===== config.mk =====
export PLATFORM = sky130hd
export DESIGN_NAME = prt_strobe_port
export DESIGN_NICKNAME = d
export VERILOG_FILES = /design/src/rtl/prt_pkg.sv /design/src/rtl/prt_write_decode.sv /design/src/rtl/prt_char_capture.sv /design/src/rtl/prt_busy_track.sv /design/src/rtl/prt_strobe_port.sv
export SDC_FILE = /design/constraint.sdc
export NUM_CORES = 1
export LEC_CHECK = 0
export BUFFER_PORTS_ARGS = -buffer_cell sky130_fd_sc_hd__buf_2
export CAP_MARGIN = 15
export CORE_MARGIN = 2
export CORE_UTILIZATION = 37
export CTS_CLUSTER_DIAMETER = 100
export CTS_CLUSTER_SIZE = 25
export DETAILED_ROUTE_END_ITERATION = 8
export GPL_TIMING_DRIVEN = 0
export PLACE_DENSITY = 0.83
export SLEW_MARGIN = 20
export SYNTH_ARGS = -nofsm -noshare
export SYNTH_HDL_FRONTEND = slang
export SYNTH_SLANG_ARGS = --single-unit

===== constraint.sdc =====
create_clock -name clk -period 0.9 [get_ports clk]
set_input_delay 0.18 -clock clk [delete_from_list [all_inputs] [get_ports clk]]
set_output_delay 0.18 -clock clk [all_outputs]
set_load 0.01 [all_outputs]

===== src/rtl/prt_pkg.sv =====
package prt_pkg;
    localparam int BYTE_W    = 8;
    localparam int CHAR_W    = BYTE_W - 1;
    localparam int STB_BIT   = BYTE_W - 1;
    localparam int READY_BIT = 5;
    localparam logic [CHAR_W-1:0] CR_CODE = 7'h0D;

    typedef enum logic [1:0] {
        WR_IDLE = 2'd0,
        WR_HIGH = 2'd1,
        WR_LOW  = 2'd2
    } wr_kind_e;

    typedef struct packed {
        wr_kind_e          kind;
        logic [CHAR_W-1:0] code;
    } wr_cmd_t;

    function automatic wr_cmd_t classify(input logic en, input logic [BYTE_W-1:0] b);
        wr_cmd_t c;
        c.code = b[CHAR_W-1:0];
        if (!en)            c.kind = WR_IDLE;
        else if (b[STB_BIT]) c.kind = WR_HIGH;
        else                c.kind = WR_LOW;
        return c;
    endfunction

    function automatic logic [BYTE_W-1:0] status_code(input logic busy);
        logic [BYTE_W-1:0] s;
        s = '1;
        if (!busy) s[READY_BIT] = 1'b0;
        return s;
    endfunction
endpackage


===== src/rtl/prt_write_decode.sv =====
module prt_write_decode
    import prt_pkg::*;
(
    input  logic              wr_en,
    input  logic [BYTE_W-1:0] wr_byte,
    output wr_cmd_t           cmd
);
    always_comb cmd = classify(wr_en, wr_byte);
endmodule


===== src/rtl/prt_char_capture.sv =====
module prt_char_capture
    import prt_pkg::*;
(
    input  logic              clk,
    input  logic              rst,
    input  wr_cmd_t           cmd,
    output logic [CHAR_W-1:0] pr_data,
    output logic              pr_stb
);
    logic armed;
    logic fire;

    always_comb fire = (cmd.kind == WR_LOW) && armed && (cmd.code != CR_CODE);

    always_ff @(posedge clk) begin
        if (rst) begin
            armed   <= 1'b0;
            pr_data <= '0;
            pr_stb  <= 1'b0;
        end else begin
            pr_stb <= fire;
            if (fire) pr_data <= cmd.code;
            if (cmd.kind == WR_HIGH)     armed <= 1'b1;
            else if (cmd.kind == WR_LOW) armed <= 1'b0;
        end
    end

    // a pulse only follows a strobe-clear write
    assert_pulse_from_low_R2: assert property (@(posedge clk) disable iff (rst)
        pr_stb |-> $past(cmd.kind == WR_LOW));
    // carriage return never reaches the printer
    assert_no_cr_R5: assert property (@(posedge clk) disable iff (rst)
        pr_stb |-> (pr_data != CR_CODE));
    // no back-to-back pulses, one character per arming
    assert_single_pulse_R3: assert property (@(posedge clk) disable iff (rst)
        pr_stb |=> !pr_stb);
    // strobe-high write leaves the data lines alone
    assert_high_keeps_data_R3: assert property (@(posedge clk) disable iff (rst)
        (cmd.kind == WR_HIGH) |=> $stable(pr_data));
endmodule


===== src/rtl/prt_busy_track.sv =====
module prt_busy_track
    import prt_pkg::*;
(
    input  logic              clk,
    input  logic              rst,
    input  wr_cmd_t           cmd,
    input  logic              pr_ack,
    output logic              busy,
    output logic              sense_flag,
    output logic [BYTE_W-1:0] status_byte
);
    logic any_wr;
    always_comb any_wr = (cmd.kind != WR_IDLE);

    always_ff @(posedge clk) begin
        if (rst) begin
            busy       <= 1'b0;
            sense_flag <= 1'b0;
        end else begin
            if (any_wr)      busy <= 1'b1;
            else if (pr_ack) busy <= 1'b0;
            if (any_wr) sense_flag <= 1'b1;
        end
    end

    always_comb status_byte = status_code(busy);

    // a write always leaves the port busy
    assert_busy_on_write_R6: assert property (@(posedge clk) disable iff (rst)
        any_wr |=> busy);
    // acknowledge without write frees the port
    assert_ack_clears_R7: assert property (@(posedge clk) disable iff (rst)
        (pr_ack && !any_wr) |=> !busy);
    // sense is sticky
    assert_sense_sticky_R9: assert property (@(posedge clk) disable iff (rst)
        sense_flag |=> sense_flag);
    // ready bit low exactly when idle
    assert_status_ready_R8: assert property (@(posedge clk) disable iff (rst)
        (status_byte[READY_BIT] == busy) && ($countones(status_byte) >= BYTE_W - 1));
endmodule


===== src/rtl/prt_strobe_port.sv =====
module prt_strobe_port
    import prt_pkg::*;
(
    input  logic              clk,
    input  logic              rst,
    input  logic              wr_en,
    input  logic [BYTE_W-1:0] wr_byte,
    output logic [BYTE_W-1:0] status_byte,
    output logic              sense_flag,
    output logic [CHAR_W-1:0] pr_data,
    output logic              pr_stb,
    input  logic              pr_ack
);
    wr_cmd_t cmd;
    logic    busy;

    prt_write_decode u_dec (
        .wr_en   (wr_en),
        .wr_byte (wr_byte),
        .cmd     (cmd)
    );

    prt_char_capture u_cap (
        .clk     (clk),
        .rst     (rst),
        .cmd     (cmd),
        .pr_data (pr_data),
        .pr_stb  (pr_stb)
    );

    prt_busy_track u_busy (
        .clk         (clk),
        .rst         (rst),
        .cmd         (cmd),
        .pr_ack      (pr_ack),
        .busy        (busy),
        .sense_flag  (sense_flag),
        .status_byte (status_byte)
    );

    // the status byte follows a write into the busy code
    assert_status_after_write_R6: assert property (@(posedge clk) disable iff (rst)
        wr_en |=> (status_byte == 8'hFF));
endmodule


== Word level (Yosys, flattened, before mapping) ==
Index checks and enable logic that the tools add are counted.
Storage, ports and cells
  register bits after elaboration: 11
  bits in latches: 0
  memories kept: 0
  output and inout port bits: 17
  memory bits (read-only): 0
  input bits: 12
  logic and storage cells: 20
  bits in writable memories: 0
Operators by class
  shift operators: 0
  reduce and logical (&&, ||, !) cells: 5
  equality and inequality tests: 3
  multiplexer cells: 7
  div/mod/pow operators: 0
  multipliers: 0
  order comparisons: 0
  bitwise operators: 0
  add/subtract/negate cells: 0
Operators by type and width (number)
  != test 7 x 4 -> 1 bit, second input constant: 1
  nonzero test 2 bit: 3
  two-way mux 1 bit: 5
  two-way mux 2 bit: 2
  equality test 2 x 1 -> 1 bit, second input constant: 1
  equality test 2 bit, second input constant: 1
  logical AND 1 bit: 2

== Longest topological paths before layout ==
Gate-level depths: netlist (run 1).
  depth in word-level cells: 5
  depth in mapped cells: 3
  mapped depth without buffers: 3

== Cells and area by module ==
Synthesis (run 1) repeated with hierarchy kept, for this count alone.
Unflattened totals
  cells, all modules: 65
  area total of the unflattened synthesis: 618.1 um^2
By module, submodules not included
  prt_char_capture: cells an instance 40, area each 410.4 um^2, instances 1
  prt_busy_track: cells an instance 16, area each 138.9 um^2, instances 1
  prt_write_decode: cells an instance 9, area each 68.8 um^2, instances 1

== Least setup slack after synthesis (run 1) ==
Ideal clock, no wire load.
  path kind: register to register
  from: register u_cap.armed
  to: register u_cap.pr_data[0]
  period minus slack after synthesis: 957 ps
  arrival time: 885 ps
  path slack: -57 ps
  setup time: 72 ps
  required time: 828 ps
  path buffers: 0
  cell stages (with the launch flop): 4
  path through: dfxtp_1 > nand3b_4 > a31oi_4 > mux2i_1
Between the ends
  word-level cells in the longest chain between the ends: 2
Ends and longest elaborated chain
  start, declared: RTL line prt_char_capture.sv:10  | logic armed;
  start signal, assigned: RTL line prt_char_capture.sv:17  | armed <= 1'b0;
  start signal, assigned: RTL line prt_char_capture.sv:23  | if (cmd.kind == WR_HIGH) armed <= 1'b1;
  start signal, assigned: RTL line prt_char_capture.sv:24  | else if (cmd.kind == WR_LOW) armed <= 1'b0;
  logical AND 1 bit (2 in series): RTL line prt_char_capture.sv:13  | always_comb fire = (cmd.kind == WR_LOW) && armed && (cmd.code != CR_CODE);
  end signal, assigned: RTL line prt_char_capture.sv:22  | if (fire) pr_data <= cmd.code;
  end, declared: RTL line prt_char_capture.sv:7  | output logic [CHAR_W-1:0] pr_data,
No other way between the ends.
A chain may end at the register's enable or synchronous reset.

== Worst setup path in the final report (run 1) ==
  from: register u_cap.armed
  to: register u_cap.pr_data[2]
The elaborated chain is that of the path after synthesis.

==> reports/results.txt, run 1 <==
The run finished, with violations left. The final reports fail on negative setup slack. The estimated wirelength of the detail-placed design is 765 µm, and the count of endpoints failing hold in the final timing report is 0. For the finished layout, the period the worst path requires is 1040 ps.

The post-route netlist has 51.2% of its cells at a drive strength greater than 1. OpenSTA, run right after detailed placement, puts the worst setup slack at -191 ps. CTS placed an instance of sky130_fd_sc_hd__clkbuf_4 at the clock tree root. The initial cell density of the core was 40.6%; the area added between synthesis and finish was 41.0%. The tools report the number of sinks driven by the clock tree as 11.

Once placement finished, the instance area stood at 682 µm². Across the VDD grid, the largest voltage drop is 759 µV. The floorplan step defined a die boundary enclosing 1760 µm². The congestion estimate from routability-driven global placement came to 0.751. The tools report the CTS buffer count as 3. The kind of cell with the highest combined delay along the critical path is flip-flops. Summing every instance area after synthesis gives 534 µm². The logs give 0.358 nW for the leakage power of the design and 0 for the max-slew violation total from the final report. The global routing met3 resource utilization came out at 4.31%. The kind of end point of the critical path was a register. Counting distinct cell types in the post-synthesis netlist gives 16. In the finished design, the share of the clock period the worst path needs comes to 115%. The run gives 1 as the number of levels the H-tree was split into.

Post-CTS timing repair inserted 0 buffers for setup. The floorplan has 13 rows. The standard cell with the maximum stage delay on the critical path is sky130_fd_sc_hd__dfxtp_2. In the final timing run, aggregate negative setup slack is -928 ps.

The clock network latency to the later pin of the worst-skew pair was 260 ps. The fill cell instance count of the final layout was 135; the detailed-router iteration count before antenna repair was 3. Most heavily used metal layer in global routing: met2. Peak fanout along the critical path: 8. Setup repair after global routing could not meet its margin everywhere. Global routing used 12.2% of the available tracks across all layers. The register area share after synthesis is 41.2%.

The worst hold slack across all endpoints came out at 184 ps. TritonCTS built the clock tree. Traced cell by cell, the critical path runs through nand3b_4 -> a31oi_4 -> mux2i_1. The vias per cell was 4.36; the number of endpoints failing setup at the final stage was 10. The critical path required time was 1090 ps; the clock-pin slew on the worst setup and hold paths was 70 ps. Global routing used 14.8% of the available met1 tracks. The tools report the yosys synthesis warning count as 0. Dividing total power by cell area gives a power density of 1330 nW/µm². The setup path with the least slack is of type register to register.

The critical path contains buffers and inverters numbering 0 combined. For this run, design rule violations remaining after detail routing come to 0. Entering global routing, the biggest net connects 11 pins. The count of buffers added on input and output ports is 21. The floorplan step set the die height to 42 µm. The run gives -139 ps as the final worst-path setup slack. The total overflow left after global routing is 0.

The tools report the number of global-route vias before repair as 389. The region available for standard cell placement spans 1320 µm². The overall die width is 42 µm. For the final database, setup skew stands at 2.76 ps.

The first global-routing pass estimated 1660 µm of wire. The fmax was 963 MHz. The worst setup path is launched from a register. The average cell area after synthesis was 9.89 µm²; the register cell area after layout was 230 µm². The class of the worst hold path was input pin to register.

Counting flops and latches in the post-synthesis netlist gives 11. The number of DRC markers in iteration 0 is 1, and the sum of routed wire length over all layers is 1020 µm. The count of nets left with antenna violations once routing finished came out at 0. For the met2 track utilization from global routing, the log shows 19.7%. After routing the design area is 753 µm². The logs give 54 for the gate count after technology mapping and 265 µm² for the area of the multi-input gates. The initial antenna violation count is 0, and the maximum root-to-sink buffer count is 2. In this design, the stage delay of the slowest critical-path cell is 350 ps.

The average routed wire per standard cell is 10.3 µm. For the top-level port count, the log shows 29. Arrival time at the worst endpoint: 1230 ps. The tool flagged a number of max-cap violations equal to 0.

After the last flow step, the layout net total stands at 97. Number of antenna repair diodes: 0. The routed layout has 432 vias.
-- path summary, 6_finish.rpt --
check                                       start                end  slack, ps  cells past startpoint
worst min register to register  u_busy.sense_flag  u_busy.sense_flag        480                      2
worst max-delay path                  u_cap.armed   u_cap.pr_data[2]       -140                      3
worst min-delay path                   wr_byte[7]        u_cap.armed        180                      3
worst max register to register        u_cap.armed   u_cap.pr_data[2]       -140                      3
-- cells in the final DEF (no fill, tap or decap) --
| cell | instances |
|---|---|
| sky130_fd_sc_hd__conb_1 | 7 |
| sky130_fd_sc_hd__and2b_2 | 1 |
| sky130_fd_sc_hd__buf_6 | 7 |
| sky130_fd_sc_hd__dfxtp_1 | 3 |
| sky130_fd_sc_hd__mux2i_1 | 4 |
| sky130_fd_sc_hd__nand2b_1 | 10 |
| sky130_fd_sc_hd__a21oi_1 | 1 |
| sky130_fd_sc_hd__buf_4 | 7 |
| sky130_fd_sc_hd__and4bb_2 | 1 |
| sky130_fd_sc_hd__clkbuf_4 | 3 |
| sky130_fd_sc_hd__a31oi_4 | 1 |
| sky130_fd_sc_hd__o32ai_1 | 1 |
| sky130_fd_sc_hd__o21ai_0 | 2 |
| sky130_fd_sc_hd__buf_2 | 14 |
| sky130_fd_sc_hd__or3b_1 | 3 |
| sky130_fd_sc_hd__o21ai_1 | 1 |
| sky130_fd_sc_hd__clkbuf_1 | 2 |
| sky130_fd_sc_hd__inv_1 | 2 |
| sky130_fd_sc_hd__dfxtp_2 | 8 |
| sky130_fd_sc_hd__nand3b_4 | 1 |
| sky130_fd_sc_hd__nor2_1 | 5 |
-- where the power goes --
part	switching, mW	leakage, nW	internal (mW)
Clock	0.167	0.0150	0.171
Combinational	0.0667	0.250	0.0827
Sequential	0.0101	0.0929	0.504
-- Yosys cell counts --
| library cell | n | area share [%] |
|---|---|---|
| sky130_fd_sc_hd__a21oi_1 | 1 | 0.94 |
| sky130_fd_sc_hd__a31oi_4 | 1 | 4.0 |
| sky130_fd_sc_hd__and2b_2 | 1 | 1.6 |
| sky130_fd_sc_hd__and4bb_2 | 1 | 2.3 |
| sky130_fd_sc_hd__buf_4 | 8 | 11 |
| sky130_fd_sc_hd__clkbuf_1 | 1 | 0.70 |
| sky130_fd_sc_hd__conb_1 | 1 | 0.70 |
| sky130_fd_sc_hd__dfxtp_1 | 11 | 41 |
| sky130_fd_sc_hd__inv_1 | 2 | 1.4 |
| sky130_fd_sc_hd__mux2i_1 | 4 | 7.5 |
| sky130_fd_sc_hd__nand2b_1 | 10 | 12 |
| sky130_fd_sc_hd__nand3b_4 | 1 | 3.7 |
| sky130_fd_sc_hd__nor2_1 | 5 | 3.5 |
| sky130_fd_sc_hd__o21ai_0 | 3 | 2.8 |
| sky130_fd_sc_hd__o32ai_1 | 1 | 1.6 |
| sky130_fd_sc_hd__or3b_1 | 3 | 4.9 |
-- cell type report --
type                    instances  area share (%)
multi-input cells              38            35.2
flip-flops and latches         11            30.6
repair buffers                 21            19.8
plain buffers                   8            7.48
clock buffers                   4            3.49
well taps                      15            2.49
inverters                       2           0.997
-- logic make-up after synthesis --
group                  Yosys count  synth area share, %
other                            1                0.702
buffers and inverters           11                 13.3
AO/OA/AOI/OAI                    6                 9.37
AND/OR/NAND/NOR                 21                 27.9
flip-flops                      11                 41.2
multiplexers                     4                 7.49
-- sequential cells by signal, indices dropped and copies added, names as in the netlist --
register and cells:
u_cap.pr_data 7, u_busy.busy 1, u_busy.sense_flag 1, u_cap.armed 1, u_cap.pr_stb 1
-- timing repair --
action / CTS / global route
hold buffers: 0 / 0
gates resized for setup: 7 / 8
setup endpoints to repair: 17 / 16
-- worst reg2reg max path: cells and delay by family, from the launching register on --
family	cells	cell delay, ps
DFF	1	350
AOI/OAI and AO/OA	1	290
muxes	1	220
and+or+nand+nor	1	110
-- per-stage QoR --
stage	std cells	utilization (%)	power, mW
detailed placement	96	51.8	0.662
global route	99	57.2	1.06
finish	99	57.2	1.00
CTS	99	54.2	0.997
global placement	96	51.8	0.659
floorplan	60	-	0.610
-- layer usage --
layer / vias up / part of all wire (%) / routed length [µm]
li1: 224 / - / -
met1: 190 / 42 / 431
met2: 18 / 50 / 510
met3: 0 / 7.7 / 78
met4: 0 / 0 / 0
met5: - / 0 / 0
(Power assumes the default switching activity.)
==> run 2: changes to the inputs <==
Settings changed: CORE_AREA from default to 2 2 39 41, CORE_MARGIN 2 to default, CORE_UTILIZATION 37 to default, DIE_AREA from default to 0 0 41 43, PLACE_DENSITY 0.83 to 0.85.
Clock period 0.9 ns to 1.27 ns, I/O delays scaled along.
==> run 2 against run 1 <==
- the flow now finishes without violations
- hold slack gained 71 ps
- wire length shrank 2.6%
- sequential cell count is the same
- clock skew grew 3.0 ps
- first-iteration DRC count grew to 7.0 times the previous value
- final cell count grew 2.0%
- register-to-register slack gained 330 ps
- setup slack gained 330 ps
==> reports/results.txt, run 2 (same netlist as run 1, synthesis figures left out) <==
The tools report the setup total negative slack as 0 ps (+928 ps). The tools report the number of endpoints failing setup at the final stage as 0 (-10). The logs give 487 µm (-4.5%) for the met2 layer wire length in the routed design and 0.169 mW (-31%) for the total net switching power. The run gives 0 (unchanged) as the number of buffers inserted to repair setup after CTS. The flow ran to the end, and the final reports show no timing, DRC or antenna violations. For the clock network latency to the later pin of the worst-skew pair, the log shows 270 ps (about the same).

TritonCTS built the clock tree. The initial antenna violation count was 0 (unchanged); the number of rows created at floorplan was 14 (+1). For the aggregate global routing overflow, the log shows 0 (unchanged). The wire length of the first global-routing pass was 1620 µm (-2.5%). The top-level port count is 29 (unchanged).

The critical path is of the register to register type. The layout cell share with drive strength beyond 1 works out to 42.4% (-8.8 points). For the proportion of power drawn by flip-flops and latches, the log shows 51.7% (+0.4 points). For the number of DRC markers in iteration 0, the log shows 7 (+6). For the maximum root-to-sink buffer count, the log shows 2 (unchanged). The total number of vias is 440 (+1.9%), and the flip-flop count of the largest register, all copies and words added is 7 (unchanged).

The tightest min-delay check is of the input pin to register type. The switching share of total power works out to 24.1% (-0.27 points). The clock root buffer is sky130_fd_sc_hd__clkbuf_4.

The combinational share of power came out at 14.4% (-0.5 points). The initial cell density of the core was 38.6% (-1.9 points); the vias per cell was 4.36 (-0.17%). The area added between synthesis and finish works out to 32.6%. The count of endpoints failing hold in the final timing report was 0 (unchanged).

The estimated wirelength of the detail-placed design was 713 µm (-6.8%). The logs give 0 (unchanged) for the max-slew violation total from the final report and 1280 ps (+50 ps) for the arrival time at the worst endpoint. The number of gates resized after CTS was 0 (-7); the fraction of the core area covered by cells at the end of the flow was 51.2% (-6.0 points). For the number of sinks driven by the clock tree, the log shows 11 (unchanged). The die span in y was 43 µm (+2.4%); the critical path required time was 1470 ps (+380 ps).

The quantity of I/O buffers inserted on ports is 21 (unchanged), and the final net count is 98 (+1.0%). The logs give 993 µm (-2.6%) for the sum of routed wire length over all layers and 409 µm (-5.1%) for the post-route met1 wirelength. The tools report the CTS buffer count as 3 (unchanged). The tools report the critical path launch point type as a register. In the layout the commonest cells are 21 x sky130_fd_sc_hd__buf_2, 11 x sky130_fd_sc_hd__dfxtp_1, 10 x sky130_fd_sc_hd__nand2b_1, 8 x sky130_fd_sc_hd__buf_4, 7 x sky130_fd_sc_hd__conb_1. Clock-pin slew on the worst setup and hold paths: 70 ps (about the same). The met3 wirelength from detailed routing was 79 µm (+1.3%); the fill cell instance count of the final layout was 149 (+10%). The power density relative to cell area came out at 987 nW/µm² (-26%). Average routed wire per standard cell: 9.83 µm (-4.5%). The number of antenna repair diodes was 0 (unchanged); the portion of total power attributed to the clock network was 34.0% (+0.2 points). u_cap.pr_data holds more flip-flops than any other register.

For the die footprint, the log shows 1760 µm² (about the same). Shortest clock period the worst path allows after layout: 1080 ps (+36.9 ps). The fmax came out at 930 MHz (-3.4%). The run gives 4 (+1) as the detailed-router iteration count before antenna repair. The library cell used most frequently in the layout, excluding fill and tap cells, is sky130_fd_sc_hd__buf_2.

The global-route usage over all layers is 14.5% (+2.3 points). The fraction of the cycle the final worst path needs was 84.7% (-31 points). The run gives 1380 µm² (+5.0%) as the core area. For the number of remaining DRC errors, the log shows 0 (unchanged).

In this run the top signal layer used is met4. For the hold buffer count at cts, the log shows 0 (unchanged). Largest net degree at the start of global routing: 11 (unchanged). For the number of nets with antenna violations after detailed routing, the log shows 0 (unchanged). The run gives 5.75 ps (+2.99 ps) as the worst setup skew after layout. For the number of global-route vias before repair, the log shows 392 (+0.77%).

The overall die width works out to 41 µm (-2.4%). The logs give 0.530 mW (-30%) for the cell-internal power and 255 ps (+71.1 ps) for the worst hold slack across all endpoints. The largest voltage drop on the vdd net is 389 µV (-49%). Setup repair after global routing left no endpoint under its margin. The leakage power of the design came out at 0.354 nW (-1.3%).

For the number of levels the H-tree was split into, the log shows 1 (unchanged). STA classifies the critical path endpoint as a register. For the final weighted congestion in routability-driven placement, the log shows 0.726 (-3.4%). Reported max-cap violation count: 0 (unchanged). The peak fanout along the critical path works out to 8 (unchanged).
==> run 2: changes by cell type in the layout (fill, tap and decap cells not counted), sizes merged <==
| cell | delta |
|---|---|
| buf | +1 |
==> run 2: per-layer routing <==
layer | vias up | track usage [%]
li1 | 225 | -
met1 | 193 | 16.1
met2 | 20 | 20.0
met3 | 2 | 5.24
met4 | 0 | 14.0
met5 | - | 0
==> run 2: final timing paths <==
check                           cells after the start             start  slack (ps)                to
worst max register to register                      3       u_cap.armed         190  u_cap.pr_data[3]
worst max-delay path                                3       u_cap.armed         190  u_cap.pr_data[3]
worst min register to register                      2  u_cap.pr_data[0]         470  u_cap.pr_data[0]
worst min-delay path                                3        wr_byte[0]         250  u_cap.pr_data[0]
==> run 2: layout make-up <==
type / count / area (µm²) / area share, %
Sequential cell: 11 / 220 / 31.1
Buffer: 9 / 63.8 / 9.01
Multi-Input combinational cell: 38 / 265 / 37.5
Tap cell: 16 / 20.0 / 2.83
Clock buffer: 4 / 26.3 / 3.71
Timing Repair Buffer: 21 / 105 / 14.8
Inverter: 2 / 7.51 / 1.06
==> run 2: critical path: stages (launching register included) <==
cell and delay, ps:
sky130_fd_sc_hd__dfxtp_1 380, sky130_fd_sc_hd__nand3b_4 120, sky130_fd_sc_hd__a31oi_4 290, sky130_fd_sc_hd__mux2i_1 220
==> run 2: stage by stage <==
| stage | total power [mW] | setup slack (ps) | std cells | area [µm²] |
|---|---|---|---|---|
| after floorplan | 0.432 | 267 | 60 | 557 |
| after global placement | 0.467 | 101 | 97 | 682 |
| after detailed placement | 0.469 | 84.8 | 97 | 682 |
| after CTS | 0.708 | 183 | 101 | 708 |
| after global routing | 0.747 | 119 | 101 | 708 |
| final | 0.699 | 194 | 101 | 708 |
==> run 2: power by group through the flow <==
| stage | Combinational (mW) | Clock (mW) | Sequential, mW |
|---|---|---|---|
| 2_1_floorplan | 0.0601 | 0 | 0.372 |
| 3_3_place_gp | 0.0979 | 0 | 0.369 |
| 3_5_place_dp | 0.0995 | 0 | 0.369 |
| 4_1_cts | 0.100 | 0.246 | 0.361 |
| 5_1_grt | 0.112 | 0.272 | 0.363 |
| 6_report | 0.101 | 0.237 | 0.361 |
